`src/rtl/bcd_ser_pkg.sv`:
```
package bcd_ser_pkg;

  localparam int DIG_W   = 4;
  localparam int TOT_W   = DIG_W + 1;
  localparam int DEC_MAX = 9;

  typedef logic [DIG_W-1:0] digit_t;
  typedef logic [TOT_W-1:0] total_t;

  // raw sum of two digits plus carry, wide enough for 15+15+1
  function automatic total_t dig_total(input digit_t a, input digit_t b, input logic c);
    return total_t'(a) + total_t'(b) + total_t'(c);
  endfunction

  // remainder modulo ten of a total up to 31
  function automatic digit_t dig_mod10(input total_t t);
    total_t r;
    if (t >= total_t'(30))      r = t - total_t'(30);
    else if (t >= total_t'(20)) r = t - total_t'(20);
    else if (t >= total_t'(10)) r = t - total_t'(10);
    else                        r = t;
    return digit_t'(r);
  endfunction

  function automatic logic dig_carry(input total_t t);
    return t >= total_t'(10);
  endfunction

  function automatic logic dig_in_range(input digit_t d);
    return d <= digit_t'(DEC_MAX);
  endfunction

endpackage

```
`src/rtl/bcd_digit_cell.sv`:
```
module bcd_digit_cell
  import bcd_ser_pkg::*;
(
  input  digit_t in_a,
  input  digit_t in_b,
  input  logic   cin,
  output digit_t sum,
  output logic   cout,
  output logic   bad
);
  total_t tot;

  always_comb begin
    tot  = dig_total(in_a, in_b, cin);
    sum  = dig_mod10(tot);
    cout = dig_carry(tot);
    bad  = !dig_in_range(in_a) || !dig_in_range(in_b);
  end

  always_comb begin
    AST_CELL_DIGIT_RANGE: assert (sum <= digit_t'(DEC_MAX));
  end
endmodule

```
`src/rtl/bcd_carry_state.sv`:
```
module bcd_carry_state (
  input  logic clk,
  input  logic rst,
  input  logic clear,
  input  logic step,
  input  logic cnext,
  output logic cin_eff,
  output logic carry_q
);
  // a clear in the same cycle as a digit makes that digit the first one
  assign cin_eff = clear ? 1'b0 : carry_q;

  always_ff @(posedge clk) begin
    if (rst)        carry_q <= 1'b0;
    else if (step)  carry_q <= cnext;
    else if (clear) carry_q <= 1'b0;
  end

  AST_CLEAR_ZEROES: assert property (@(posedge clk) disable iff (rst)
    (clear && !step) |=> !carry_q);

  AST_CARRY_HOLDS: assert property (@(posedge clk) disable iff (rst)
    (!clear && !step) |=> $stable(carry_q));
endmodule

```
`src/rtl/bcd_result_stage.sv`:
```
module bcd_result_stage
  import bcd_ser_pkg::*;
(
  input  logic   clk,
  input  logic   rst,
  input  logic   step,
  input  digit_t sum_in,
  input  logic   bad_in,
  output digit_t sum_q,
  output logic   vld_q,
  output logic   err_q
);
  always_ff @(posedge clk) begin
    if (rst) begin
      sum_q <= '0;
      vld_q <= 1'b0;
      err_q <= 1'b0;
    end else begin
      vld_q <= step;
      err_q <= step && bad_in;
      if (step) sum_q <= sum_in;
    end
  end

  AST_VLD_ONE_LATER: assert property (@(posedge clk) disable iff (rst)
    step |=> vld_q);

  AST_VLD_DROPS: assert property (@(posedge clk) disable iff (rst)
    !step |=> !vld_q);

  AST_SUM_HOLDS: assert property (@(posedge clk) disable iff (rst)
    !step |=> $stable(sum_q));

  AST_ERR_WITH_VLD: assert property (@(posedge clk) disable iff (rst)
    err_q |-> vld_q);
endmodule

```
`src/rtl/bcd_serial_adder.sv`:
```
module bcd_serial_adder
  import bcd_ser_pkg::*;
(
  input  logic             clk,
  input  logic             rst,
  input  logic             start,
  input  logic             dig_vld,
  input  logic [DIG_W-1:0] dig_a,
  input  logic [DIG_W-1:0] dig_b,
  output logic [DIG_W-1:0] sum_dig,
  output logic             sum_vld,
  output logic             carry_out,
  output logic             dig_err
);
  // named internal events for checking
  logic   ev_step;
  logic   ev_clear;
  logic   ev_bad;
  logic   ev_cnext;
  logic   cin_eff;
  digit_t cell_sum;

  assign ev_step  = dig_vld;
  assign ev_clear = start;

  bcd_carry_state u_carry (
    .clk     (clk),
    .rst     (rst),
    .clear   (ev_clear),
    .step    (ev_step),
    .cnext   (ev_cnext),
    .cin_eff (cin_eff),
    .carry_q (carry_out)
  );

  bcd_digit_cell u_cell (
    .in_a (dig_a),
    .in_b (dig_b),
    .cin  (cin_eff),
    .sum  (cell_sum),
    .cout (ev_cnext),
    .bad  (ev_bad)
  );

  bcd_result_stage u_out (
    .clk    (clk),
    .rst    (rst),
    .step   (ev_step),
    .sum_in (cell_sum),
    .bad_in (ev_bad),
    .sum_q  (sum_dig),
    .vld_q  (sum_vld),
    .err_q  (dig_err)
  );

  AST_START_FIRST_DIGIT: assert property (@(posedge clk) disable iff (rst)
    (start && dig_vld && dig_a == '0 && dig_b == '0) |=> !carry_out);

  AST_SUM_IS_DECIMAL: assert property (@(posedge clk) disable iff (rst)
    sum_vld |-> (sum_dig <= digit_t'(DEC_MAX)));

  AST_BIG_TOTAL_CARRIES: assert property (@(posedge clk) disable iff (rst)
    (dig_vld && (dig_a + dig_b) >= 10) |=> carry_out);
endmodule

```
`config.mk`:
```
export PLATFORM = sky130hd
export DESIGN_NAME = bcd_serial_adder
export DESIGN_NICKNAME = d
export VERILOG_FILES = /design/src/rtl/bcd_ser_pkg.sv /design/src/rtl/bcd_digit_cell.sv /design/src/rtl/bcd_carry_state.sv /design/src/rtl/bcd_result_stage.sv /design/src/rtl/bcd_serial_adder.sv
export SDC_FILE = /design/constraint.sdc
export NUM_CORES = 1
export LEC_CHECK = 0
export ABC_AREA = 1
export BUFFER_PORTS_ARGS = -buffer_cell sky130_fd_sc_hd__buf_2
export CORE_MARGIN = 2
export CORE_UTILIZATION = 46
export CTS_BUF_LIST = sky130_fd_sc_hd__clkbuf_2 sky130_fd_sc_hd__clkbuf_4 sky130_fd_sc_hd__clkbuf_8
export CTS_CLUSTER_DIAMETER = 200
export DETAILED_ROUTE_END_ITERATION = 10
export MAX_ROUTING_LAYER = met4
export PLACE_DENSITY = 0.76
export RECOVER_POWER = 25
export SYNTH_ARGS = -nofsm -noshare
export SYNTH_HDL_FRONTEND = slang
export SYNTH_SLANG_ARGS = --single-unit
export TNS_END_PERCENT = 5
```
`constraint.sdc`:
```
create_clock -name clk -period 2.7 [get_ports clk]
set_input_delay 0.135 -clock clk [delete_from_list [all_inputs] [get_ports clk]]
set_output_delay 0.135 -clock clk [all_outputs]
set_load 0.005 [all_outputs]
```
==> impl_metrics.toml <==
[cells_and_area]
utilization_pct = 63.0
design_area_um2 = 810
area_growth_pct = 30.4
drive_gt1_share_pct = 29.0
fillerInstances = 120
antennaDiodeCount = 0
nets = 144
stdcell_count = 139

[floorplan]
core_area_um2 = 1280
pin_count = 19
die_height_um = 40.7
core.rowCount = 13
die_w_um = 40.7
die-area_um2 = 1660
initial_core_util_pct = 48.3

[worst_setup_path]
crit_path_cell_trace = "inv_2, nor2_4, fa_2, inv_2, fa_2, inv_1, ha_1, inv_1, or2_2, nand3_1, nand2_1, nand2_2, nand2_1, nand3_1, nand3_1, nand2_1, inv_1"
cp_data_arrival_time_ps = 2690
worst-path-buf-inv = 5
cpMaxStageDelayCell = "fa_2"
crit_path_end_kind = "register"
cp.required_ps = 2850
path_delay_family = "adder cells"
max_stage_delay_ps = 430
critPathMaxFanout = 3
critPathLaunchType = "register"
crit_type = "reg2reg"

[outcome]
outcome = "finished, final reports clean"

[route]
postRouteAntennaNets = 0
wire_per_inst_um = 10.5
drt_iter0_markers = 27
vias = 691
vias_per_cell = 4.97
drtPass1Iterations = 4
drc = 0
wl_mm = 1.47

[place]
hpwl_mm = 1.18
port-buffer-count = 18
dpl_cell_area_um2 = 744
place.gp.congestion = 0.778
post-place-ws_ps = 60.3
dp_cells = 132

[synthesis]
syn_avg_cell_area_um2 = 6.40
synthAdderAreaFrac_pct = 16.5
async_flop_share_pct = 0
synth_most_common_cell = "nand2_1"
synthMuxAreaShare_pct = 0
yosys-top-cells-area = "dfxtp_1, nand2_1, nand3_1, ha_1, inv_1"
synth.net_count = 116
yosys.area_share.simple_pct = 34.9
synthTopCellsByCount = "nand2_1, inv_1, nand3_1"
synth_top_cell_area_share_pct = 22.6
ys.flop_type = "dfxtp_1"
synth_top_family_by_area = "simple AND/OR/NAND/NOR gates"
netlist_instances = 97
synthXorXnorAreaFrac_pct = 2.62
synth-compound-area-share_pct = 13.7
ys_seq_elements = 7
syn-cell-area_um2 = 621
ys_types = 18
yosys.area.top_type = "dfxtp_1"
synth-edff-count = 0
synth-seq-area-share_pct = 22.6
yosys_warnings = 0

[global_routing]
grt_max_degree = 10
antenna_found_initial = 0
grt_pass1_wl_mm = 2.06
grt_pass1_vias = 564
grt_overflow_total = 0
globalRouteTotalUtil_pct = 19.9

[min_path]
hp-class = "in2reg"

[power]
power_density_nw_per_um2 = 517
ir_drop_uv = 312
p_leak_nw = 0.445

[clocking]
clock_path_buffers = 2
clockRootBuffer = "clkbuf_4"
clkTransAtPathRegs_ps = 50
cts_sinks = 7
ctsHoldBuffers = 0
cts_tree = "yes"
cts_buffers = 3
clk-insertion-delay-late_ps = 250
cts_max_level = 1

[sta]
max_freq_ghz = 0.394
skew_ps = 0.895
max_slew_margin_pct = 80.4
layout_setup_ws_ps = 165
fin_setup_tns_ps = 0
fin_crit_ps = 2540
tightest_slew_ps = 290
finalMaxSlewViolations = 0
post-route-period-util_pct = 93.9
finalHoldViolations = 0
setup_violations = 0

[flow_run]
drv_cap = 0
## kinds of logic (layout without fill, tap and decap cells)
group | count (synthesis) | after routing
compound gates | 14 | 14
fa+ha+maj | 7 | 7
flops | 7 | 7
xor+xnor | 1 | 1
buf+inv | 16 | 43
simple gates | 52 | 52
## routing by layer
layer | global-route usage, % | up-vias | wire, µm
li1 | - | 366 | -
met1 | 19.4 | 309 | 616
met2 | 37.3 | 16 | 795
met3 | 8.15 | 0 | 54
met4 | 2.50 | 0 | 0
met5 | - | - | 0
## power by group
group / switching, mW / leakage, nW / internal (mW) / total [mW]
combinational: 0.113 / 0.369 / 0.0825 / 0.195
sequential: 0.00502 / 0.0578 / 0.114 / 0.119
clock: 0.0382 / 0.0184 / 0.0664 / 0.105
total: 0.156 / 0.445 / 0.263 / 0.419
## cell usage in the layout, fill, tap and decap left out
| master | instances |
|---|---|
| a31oi_1 | 1 |
| fa_2 | 2 |
| o21ai_2 | 1 |
| nand4_1 | 1 |
| clkbuf_4 | 4 |
| dfxtp_1 | 7 |
| buf_4 | 5 |
| xor2_2 | 1 |
| clkbuf_1 | 2 |
| nand3_1 | 13 |
| a21oi_2 | 1 |
| a21boi_0 | 1 |
| buf_2 | 16 |
| or2_2 | 1 |
| nand2_1 | 26 |
| ha_1 | 5 |
| nor2_1 | 9 |
| o21ai_0 | 4 |
| nor2_4 | 1 |
| a21oi_1 | 5 |
| nand2_2 | 1 |
| inv_1 | 13 |
| o311ai_0 | 1 |
| inv_2 | 3 |
## path summary, 6_finish.rpt
kind,startpoint,to,slack (ps),depth (start not counted)
worst max-delay path,u_carry.carry_q,u_out.sum_q[1],160,17
worst min-delay path,rst,u_out.sum_q[2],120,2
worst max register to register,u_carry.carry_q,u_out.sum_q[1],160,17
worst min register to register,u_out.sum_q[3],u_out.sum_q[3],470,2
## state kept, by name, indices dropped and copies added, names as in the netlist
name and count:
u_carry.carry_q 1, u_out.vld_q 1, u_out.err_q 1, u_out.sum_q 4
## what timing repair did
action,CTS,global route
resized for setup,0,7
buffers inserted,0,3
setup endpoints to repair,0,2
## metrics by stage
step / total power, mW / hold WS [ps]
after floorplan: 0.244 / 197
after global placement: 0.292 / 374
after detailed placement: 0.299 / 377
after CTS: 0.405 / 113
after global routing: 0.456 / 119
final: 0.419 / 118
## area by class of cell
cell class / instances / area (µm²) / share of cell area [%]
multi-input combinational: 74 / 435 / 53.8
sequential: 7 / 140 / 17.3
timing repair buffer: 23 / 125 / 15.5
inverter: 16 / 60.1 / 7.42
clock buffer: 4 / 30.0 / 3.71
tap: 15 / 18.8 / 2.32
Power figures use the tool's default switching activity.
